--- config.mk ---
export PLATFORM = sky130hd
export DESIGN_NAME = accum_core
export DESIGN_NICKNAME = d
export VERILOG_FILES = /design/src/rtl/accum_pkg.sv /design/src/rtl/accum_seq.sv /design/src/rtl/accum_dp.sv /design/src/rtl/accum_core.sv
export SDC_FILE = /design/constraint.sdc
export NUM_CORES = 1
export LEC_CHECK = 0
export CAP_MARGIN = 20
export CORE_MARGIN = 5
export CORE_UTILIZATION = 65
export DETAILED_ROUTE_END_ITERATION = 16
export PLACE_DENSITY = 0.94
export SETUP_SLACK_MARGIN = 0.1
export SLEW_MARGIN = 10
export SYNTH_ARGS = -nofsm -noshare
export SYNTH_HDL_FRONTEND = slang
export SYNTH_SLANG_ARGS = --single-unit
export TNS_END_PERCENT = 30
--- constraint.sdc ---
create_clock -name clk -period 9.47 [get_ports clk]
set_input_delay 1.894 -clock clk [delete_from_list [all_inputs] [get_ports clk]]
set_output_delay 1.894 -clock clk [all_outputs]
set_load 0.01 [all_outputs]
--- src/rtl/accum_pkg.sv ---
package accum_pkg;
  localparam int OPC_W = 4;

  typedef enum logic [OPC_W-1:0] {
    OPC_LOAD  = 4'h1,
    OPC_STORE = 4'h2,
    OPC_ADD   = 4'h3,
    OPC_MUL   = 4'h4,
    OPC_HALT  = 4'hF
  } opcode_e;

  typedef enum logic {
    PH_FETCH = 1'b0,
    PH_EXEC  = 1'b1
  } phase_e;
endpackage

--- src/rtl/accum_seq.sv ---
module accum_seq
  import accum_pkg::*;
(
  input  logic clk,
  input  logic rst,
  input  logic halt_op,
  output logic fetch_cyc,
  output logic exec_cyc,
  output logic halted
);
  phase_e phase_q;
  logic   halted_q;

  always_ff @(posedge clk) begin
    if (rst) begin
      phase_q  <= PH_FETCH;
      halted_q <= 1'b0;
    end else if (!halted_q) begin
      if (phase_q == PH_FETCH) begin
        phase_q <= PH_EXEC;
      end else begin
        phase_q <= PH_FETCH;
        if (halt_op) halted_q <= 1'b1;
      end
    end
  end

  assign fetch_cyc = (phase_q == PH_FETCH) && !halted_q;
  assign exec_cyc  = (phase_q == PH_EXEC) && !halted_q;
  assign halted    = halted_q;

  // a fetch is always followed by the operand access
  a_r2_fetch_then_exec: assert property (@(posedge clk) disable iff (rst)
    fetch_cyc |=> exec_cyc);

  // the operand access is followed by a new fetch unless the core stopped
  a_r8_exec_then_fetch: assert property (@(posedge clk) disable iff (rst)
    exec_cyc |=> (fetch_cyc || halted));

  // once stopped, no further activity until reset
  a_r9_halt_sticky: assert property (@(posedge clk) disable iff (rst)
    halted |=> (halted && !fetch_cyc && !exec_cyc));
endmodule

--- src/rtl/accum_dp.sv ---
module accum_dp
  import accum_pkg::*;
#(
  parameter int DW       = 16,
  parameter int RESET_PC = 100
) (
  input  logic          clk,
  input  logic          rst,
  input  logic          fetch_cyc,
  input  logic          exec_cyc,
  input  logic [DW-1:0] mem_rdata,
  output logic [DW-OPC_W-1:0] mem_addr,
  output logic [DW-1:0] mem_wdata,
  output logic          mem_we,
  output logic          halt_op
);
  localparam int AW = DW - OPC_W;

  logic [DW-1:0]    ir_q;
  logic [DW-1:0]    acc_q;
  logic [AW-1:0]    pc_q;
  logic [OPC_W-1:0] opc;
  logic [AW-1:0]    opnd_addr;
  logic             acc_write;

  function automatic logic [DW-1:0] acc_sum(input logic [DW-1:0] a, input logic [DW-1:0] b);
    return a + b;
  endfunction

  function automatic logic [DW-1:0] acc_prod_lo(input logic [DW-1:0] a, input logic [DW-1:0] b);
    logic [2*DW-1:0] p;
    p = {{DW{1'b0}}, a} * {{DW{1'b0}}, b};
    return p[DW-1:0];
  endfunction

  function automatic logic [DW-1:0] next_acc(input logic [OPC_W-1:0] op,
                                              input logic [DW-1:0] acc,
                                              input logic [DW-1:0] opnd);
    case (op)
      OPC_LOAD: return opnd;
      OPC_ADD:  return acc_sum(acc, opnd);
      OPC_MUL:  return acc_prod_lo(acc, opnd);
      default:  return acc;
    endcase
  endfunction

  assign opc       = ir_q[DW-1 -: OPC_W];
  assign opnd_addr = ir_q[AW-1:0];
  assign halt_op   = exec_cyc && (opc == OPC_HALT);
  assign acc_write = exec_cyc && ((opc == OPC_LOAD) || (opc == OPC_ADD) || (opc == OPC_MUL));

  always_ff @(posedge clk) begin
    if (rst) begin
      pc_q  <= AW'(RESET_PC);
      acc_q <= '0;
      ir_q  <= '0;
    end else begin
      if (fetch_cyc) ir_q <= mem_rdata;
      if (exec_cyc) begin
        acc_q <= next_acc(opc, acc_q, mem_rdata);
        if (opc != OPC_HALT) pc_q <= pc_q + AW'(1);
      end
    end
  end

  assign mem_addr  = exec_cyc ? opnd_addr : pc_q;
  assign mem_we    = exec_cyc && (opc == OPC_STORE);
  assign mem_wdata = acc_q;

  // state right after reset
  a_r1_reset_values: assert property (@(posedge clk) disable iff (rst)
    $past(rst) |-> (pc_q == AW'(RESET_PC) && acc_q == '0));

  // a write leaves the accumulator untouched
  a_r7_store_holds_acc: assert property (@(posedge clk) disable iff (rst)
    mem_we |=> (acc_q == $past(acc_q)));

  // completed non-halt instruction steps the program counter
  a_r8_pc_advance: assert property (@(posedge clk) disable iff (rst)
    (exec_cyc && !halt_op) |=> (pc_q == $past(pc_q) + AW'(1)));

  // halt freezes the program counter
  a_r9_pc_frozen: assert property (@(posedge clk) disable iff (rst)
    halt_op |=> $stable(pc_q));

  // operations that do not target the accumulator leave it alone
  a_r10_acc_untouched: assert property (@(posedge clk) disable iff (rst)
    (exec_cyc && !acc_write) |=> $stable(acc_q));
endmodule

--- src/rtl/accum_core.sv ---
module accum_core
  import accum_pkg::*;
#(
  parameter int DW       = 16,
  parameter int RESET_PC = 100
) (
  input  logic                  clk,
  input  logic                  rst,
  output logic [DW-OPC_W-1:0]   mem_addr,
  input  logic [DW-1:0]         mem_rdata,
  output logic [DW-1:0]         mem_wdata,
  output logic                  mem_we,
  output logic                  halted
);
  logic fetch_cyc;
  logic exec_cyc;
  logic halt_op;

  accum_seq u_seq (
    .clk       (clk),
    .rst       (rst),
    .halt_op   (halt_op),
    .fetch_cyc (fetch_cyc),
    .exec_cyc  (exec_cyc),
    .halted    (halted)
  );

  accum_dp #(.DW(DW), .RESET_PC(RESET_PC)) u_dp (
    .clk       (clk),
    .rst       (rst),
    .fetch_cyc (fetch_cyc),
    .exec_cyc  (exec_cyc),
    .mem_rdata (mem_rdata),
    .mem_addr  (mem_addr),
    .mem_wdata (mem_wdata),
    .mem_we    (mem_we),
    .halt_op   (halt_op)
  );

  // writes only happen while the core is running
  a_r7_no_write_when_halted: assert property (@(posedge clk) disable iff (rst)
    halted |-> !mem_we);
endmodule

==> results of run 1 <==
==> sequential cells by signal (all words and copies together) (netlist names) <==
register / cells
u_seq.phase_q: 1
u_dp.pc_q: 12
u_dp.mem_wdata: 16
u_seq.halted: 1
u_dp.ir_q: 16
==> logic make-up (layout without fill, tap and decap cells) <==
group,after synthesis,count (layout)
AOI/OAI and AO/OA,120,120
xor gates and xnor gates,55,55
adders and majority gates,147,147
buffers and inverters,151,177
DFF,46,46
muxes,3,3
and+or+nand+nor,321,321
==> how the worst min path moves through the flow <==
stage / cells after the start / startpoint / slack, ns / endpoint
2_1_floorplan: 2 / u_dp.ir_q[0] / 0.44 / u_dp.ir_q[0]
3_3_place_gp: 2 / u_dp.ir_q[7] / 0.45 / u_dp.ir_q[7]
3_5_place_dp: 2 / u_dp.ir_q[0] / 0.45 / u_dp.ir_q[0]
4_1_cts: 2 / u_dp.ir_q[0] / 0.46 / u_dp.ir_q[0]
5_1_grt: 2 / u_dp.ir_q[3] / 0.49 / u_dp.ir_q[3]
6_report: 2 / u_dp.ir_q[10] / 0.46 / u_dp.ir_q[10]
==> worst max-delay path, delay by kind of cell <==
kind	cells	cell delay (ns)
xor+xnor	2	0.31
simple gates	1	0.06
compound gates	7	1.25
buf+inv	4	1.03
fa+ha+maj	8	3.49
==> routing by layer <==
metal | track usage, % | vias up
li1 | - | 2740
met3 | 6.47 | 77
met1 | 39.0 | 2908
met4 | 10.2 | 0
met5 | 0 | -
met2 | 47.8 | 389
==> where the power goes <==
part / internal (mW) / leakage, nW / switching (mW)
clock network: 0.0788 / 0.0514 / 0.0692
registers: 0.203 / 0.376 / 0.0213
logic: 0.148 / 3.02 / 0.202
total: 0.430 / 3.45 / 0.293
==> synth_stat cells, types with 10 or more instances <==
cell type,number
fa_1,80
a211oi_1,10
nor2_1,45
nor3_1,10
xor2_1,15
a21oi_1,36
clkbuf_1,22
ha_1,67
o21ai_0,15
xnor2_1,38
a21o_1,10
and2_1,64
dfxtp_1,46
nand2_1,152
inv_1,116
==> area by class of cell <==
class                           count  area share, %
Inverter                          116           5.84
Clock inverter                      2          0.503
Timing Repair Buffer               53           6.91
Clock buffer                        6          0.973
Tap cell                          136           2.28
Sequential cell                    46           12.3
Multi-Input combinational cell    646           71.1
==> qor.yml, run 1 <==
global_routing:
  grt_first_pass_wirelength_um: 30100
  grt_pass1_vias: 6121
  grt-ovfl-total: 0
  grt_usage_pct: 29.4
  antenna_found_initial: 0
  grt_max_degree: 47
synth:
  synth_cells: 843
  synthXorXnorAreaFrac_pct: 7.37
  syn_avg_cell_area_um2: 8.09
  syn-num-nets: 1008
  synth_top_area_cell: "fa_1"
  synth_compound_area_share_pct: 11.9
  async_flop_share_pct: 0
  synthMuxAreaShare_pct: 0.440
  synth-edff-count: 0
  synth-warning-count: 0
  seq_area_frac_synth_pct: 13.5
  ys_types: 60
  synth_top_family_by_area: "adder cells"
  synth_area_mm2: 0.00682
  synthTopCellsByArea: "fa_1, dfxtp_1, ha_1"
  ys.flop_type: "dfxtp_1"
  synth-simple-area-share_pct: 22.3
  synthAdderAreaFrac_pct: 35.8
  synth_top_cell_area_share_pct: 23.5
  ys_ff_latch: 46
finish:
  final_cell_mix: "nand2_1, inv_1, fa_1"
  diodes: 0
  layout.nets: 1033
  fin_cells: 1005
  regArea_um2: 921
  drive_gt1_share_pct: 3.22
  multi_input_area_mm2: 0.00531
  nFillCells: 737
  post-route-cell-area_mm2: 0.00746
  final_util_pct: 72.6
  final_common_cell: "nand2_1"
  synthToLayoutAreaGrowth_pct: 9.34
worst_setup_path:
  worstSetupPathType: "input pin to register"
  endpoint: "u_dp.mem_wdata[14]"
  cp-startpoint: "mem_rdata[5]"
  rr_startpoint: "u_dp.mem_wdata[5]"
  reg2reg_setup_slack_ns: 3.34
  start_kind: "input pin"
  crit_arrival_ns: 8.04
  path_common_cell: "fa_1"
  path_cells: "clkdlybuf4s50_1 -> ha_1 -> xnor2_1 -> ha_1 -> a31oi_1 -> fa_1 -> fa_1 -> fa_1 -> inv_1 -> fa_1 -> inv_1 -> fa_1 -> inv_1 -> ha_1 -> a21o_1 -> a21o_1 -> a21oi_1 -> o21ai_0 -> xor2_1 -> a221o_1 -> a21oi_1 -> nor3_1"
  crit_required_ns: 9.65
  crit_path_top_delay_cell: "clkdlybuf4s50_1"
  slowest_delay_ns: 0.88
  r2r_cells: 21
  r2r-end: "u_dp.mem_wdata[14]"
  cp-end-kind: "register"
  worst-path-max-fanout: 14
route:
  drtAntennaViolNets: 0
  vias_per_cell: 6.08
  drt-pass1-iter-count: 5
  drcViolationCount: 0
  routed-wl-met2_um: 8220
  top_layer_used: "met4"
  finalWirelength_um: 18200
  wl_per_cell_um: 18.1
  met1_length_um: 7230
  met3_wirelength_um: 2030
  dr_total_vias: 6114
  drtIter0Drc: 676
sta:
  skew_ns: 0.00533
  slew_headroom_pct: 27.6
  layout_setup_ws_ns: 1.61
  hold-worst-slack_ns: 0.462
  hold_viol: 0
  setup_tns_ns: 0
  worst_pin_slew_ns: 1.08
  clock.fmax_mhz: 127
  drv_slew: 0
  min_period_ns: 7.86
  setup_viol: 0
  rsz0062_at_grt: "no"
  timing.final.crit_share_pct: 83.0
place:
  dp.cells: 996
  place_ws_ns: 1.34
  numPortBuffers: 47
  placed_cell_area_mm2: 0.00734
  place.gp.congestion: 0.977
  dpl.hpwl_um: 13600
cts:
  cts_sinks: 46
  cts_tree: "built"
  h-tree-depth: 2
  hold_buffers: 0
  clkTransAtPathRegs_ns: 0.09
  cts_buffers: 5
  clk_latency_ns: 0.30
  post_cts_buffers: 0
  root_buffer: "clkbuf_8"
  clk_path_buf_depth: 2
  cts_resized: 0
die:
  die_w_um: 112
  io-pin-count: 48
  core_mm2: 0.0103
  dieArea_mm2: 0.0126
  die_h_um: 112
  start_util_pct: 66.4
  placementRows: 37
run_status:
  outcome: "finished clean"
pwr:
  power_mw: 0.722
  peakVddDrop_uv: 99.2
  power_per_cell_area_mw_per_mm2: 96.9
  power_leakage_nw: 3.45
flow_run:
  max_cap_violations: 0
min_path:
  hold_class: "register to register"
No activity file was read; power rests on OpenSTA's default activity.
==> run 2: changes to the inputs <==
--- a/config.mk
+++ b/config.mk
@@ -7,9 +7,9 @@
 export LEC_CHECK = 0
 export CAP_MARGIN = 20
 export CORE_MARGIN = 5
-export CORE_UTILIZATION = 65
+export CORE_UTILIZATION = 56
 export DETAILED_ROUTE_END_ITERATION = 16
-export PLACE_DENSITY = 0.94
+export PLACE_DENSITY = 0.87
 export SETUP_SLACK_MARGIN = 0.1
 export SLEW_MARGIN = 10
 export SYNTH_ARGS = -nofsm -noshare
==> constraint.sdc (replaced) <==
create_clock -name clk -period 6.3 [get_ports clk]
set_input_delay 1.26 -clock clk [delete_from_list [all_inputs] [get_ports clk]]
set_output_delay 1.26 -clock clk [all_outputs]
set_load 0.01 [all_outputs]
==> qor.yml, run 2 (synthesis gave the netlist of run 1 again) <==
worst_setup_path:
  worstSetupPathType: "input pin to register"
  rr_startpoint: "u_dp.mem_wdata[5]"
  cp-startpoint: "mem_rdata[1]"
  worst-path-max-fanout: 5  # -9
  crit_arrival_ns: 6.35  # -1.69 ns
  crit_required_ns: 6.46  # -3.19 ns
  start_kind: "input pin"
  cp-end-kind: "register"
finish:
  diodes: 0  # unchanged
  final_common_cell: "nand2_1"
  final_util_pct: 68.6  # -4.0 points
  final_cell_mix: "nand2_1, inv_1, fa_1"
  fin_cells: 1083  # +7.8%
  layout.nets: 1100  # +6.5%
  drive_gt1_share_pct: 14.1  # +11 points
  synthToLayoutAreaGrowth_pct: 20.3
global_routing:
  antenna_found_initial: 0  # unchanged
  grt-ovfl-total: 0  # unchanged
  grt_usage_pct: 28.6  # -0.79 points
  grt_max_degree: 47  # unchanged
  grt_first_pass_wirelength_um: 32800  # +9.1%
  grt_pass1_vias: 6466  # +5.6%
cts:
  clk_latency_ns: 0.29  # about the same
  cts_tree: "built"
  root_buffer: "clkbuf_16"
  cts_buffers: 5  # unchanged
  clk_path_buf_depth: 2  # unchanged
  hold_buffers: 0  # unchanged
  h-tree-depth: 2  # unchanged
  cts_sinks: 46  # unchanged
  clkTransAtPathRegs_ns: 0.07  # -0.02 ns
die:
  start_util_pct: 57.0  # -9.3 points
  io-pin-count: 48  # unchanged
  core_mm2: 0.0120  # +16%
  dieArea_mm2: 0.0145  # +15%
  die_w_um: 120  # +7.0%
  placementRows: 40  # +8.1%
  die_h_um: 120  # +7.0%
route:
  drcViolationCount: 0  # unchanged
  vias_per_cell: 5.90  # -3.0%
  dr_total_vias: 6391  # +4.5%
  finalWirelength_um: 20700  # +13%
  drtIter0Drc: 743  # +9.9%
  wl_per_cell_um: 19.1  # +5.3%
  drt-pass1-iter-count: 5  # unchanged
  drtAntennaViolNets: 0  # unchanged
min_path:
  hp-start: "u_dp.ir_q[7]"
  hold_class: "register to register"
place:
  dp.cells: 1066  # +7.0%
  dpl.hpwl_um: 15100  # +11%
  numPortBuffers: 47  # unchanged
  place.gp.congestion: 0.952  # -2.6%
pwr:
  power_per_cell_area_mw_per_mm2: 148  # +53%
  power_leakage_nw: 3.85  # +12%
  peakVddDrop_uv: 122  # +23%
sta:
  rsz0062_at_grt: "yes"
  timing.final.crit_share_pct: 98.2
  slew_headroom_pct: 35.9  # +8.3 points
  setup_viol: 0  # unchanged
  skew_ns: 0.00600  # +0.000666 ns
  hold-worst-slack_ns: 0.460  # -0.00179 ns
  drv_slew: 0  # unchanged
  hold_viol: 0  # unchanged
  min_period_ns: 6.19
  clock.fmax_mhz: 162
  worst_pin_slew_ns: 0.955  # -0.127 ns
flow_run:
  max_cap_violations: 0  # unchanged
run_status:
  outcome: "finished clean"
-- run 2: changes by cell type in the layout (fill, tap and decap cells not counted), moves of 5 or more --
cell             change
buf_4               +57
clkdlybuf4s50_1      -9
buf_6                +8
ha_1                 -6
clkbuf_16            +5
clkbuf_8             -5
-- run 2: critical path, cell delays in order --
cell	delay (ns)
buf_2	0.13
buf_6	0.14
and2_1	0.17
fa_1	0.56
fa_1	0.44
ha_2	0.21
fa_1	0.54
inv_1	0.06
fa_1	0.52
fa_1	0.56
inv_1	0.04
ha_1	0.21
or3_1	0.37
o211ai_1	0.26
o21ai_1	0.13
xor2_1	0.16
a221o_1	0.35
a21oi_2	0.14
nor3_1	0.07
-- run 2: what timing repair did --
action,4_1_cts,5_1_grt
setup buffers,3,1
pin swaps,29,22
gates cloned,3,0
endpoints found under the setup margin,7,6
gates resized for setup,53,21
-- run 2: report_power, final --
group	internal [mW]	switching [mW]	leakage, nW	total [mW]
sequential	0.306	0.0326	0.376	0.338
clock	0.147	0.116	0.0708	0.264
combinational	0.279	0.331	3.40	0.610
-- run 2: routing by layer --
layer | vias to the layer above | track usage (%) | part of all wire, %
li1 | 2881 | - | -
met1 | 3021 | 37.6 | 37
met2 | 375 | 45.8 | 46
met3 | 114 | 6.36 | 12
met4 | 0 | 11.8 | 5.3
met5 | - | 0 | 0
-- run 2: cell type report --
| class | instances | area (µm²) |
|---|---|---|
| inverter | 116 | 435 |
| tap | 147 | 184 |
| timing repair buffer | 120 | 1080 |
| clock buffer | 6 | 129 |
| sequential | 46 | 921 |
| fill | 849 | 3750 |
| clock inverter | 2 | 13.8 |
| multi-input combinational | 646 | 5450 |
-- run 2: worst paths after layout --
kind                                            to  slack (ns)  cells after the start
worst max-delay path            u_dp.mem_wdata[14]        0.11                     19
worst min-delay path                  u_dp.ir_q[7]        0.46                      2
worst max register to register  u_dp.mem_wdata[14]        0.44                     21
worst min register to register        u_dp.ir_q[7]        0.46                      2
-- run 2: metrics by stage --
stage	total power, mW	area (µm²)	setup slack (ns)	TNS, ns
6_report	1.21	8210	0.114	0
5_1_grt	1.28	8210	-0.0608	-0.118
4_1_cts	1.18	8130	0.0822	0
3_5_place_dp	0.894	7840	-0.642	-3.34
3_3_place_gp	0.874	7840	-0.510	-2.48
2_1_floorplan	0.700	6840	0.107	0
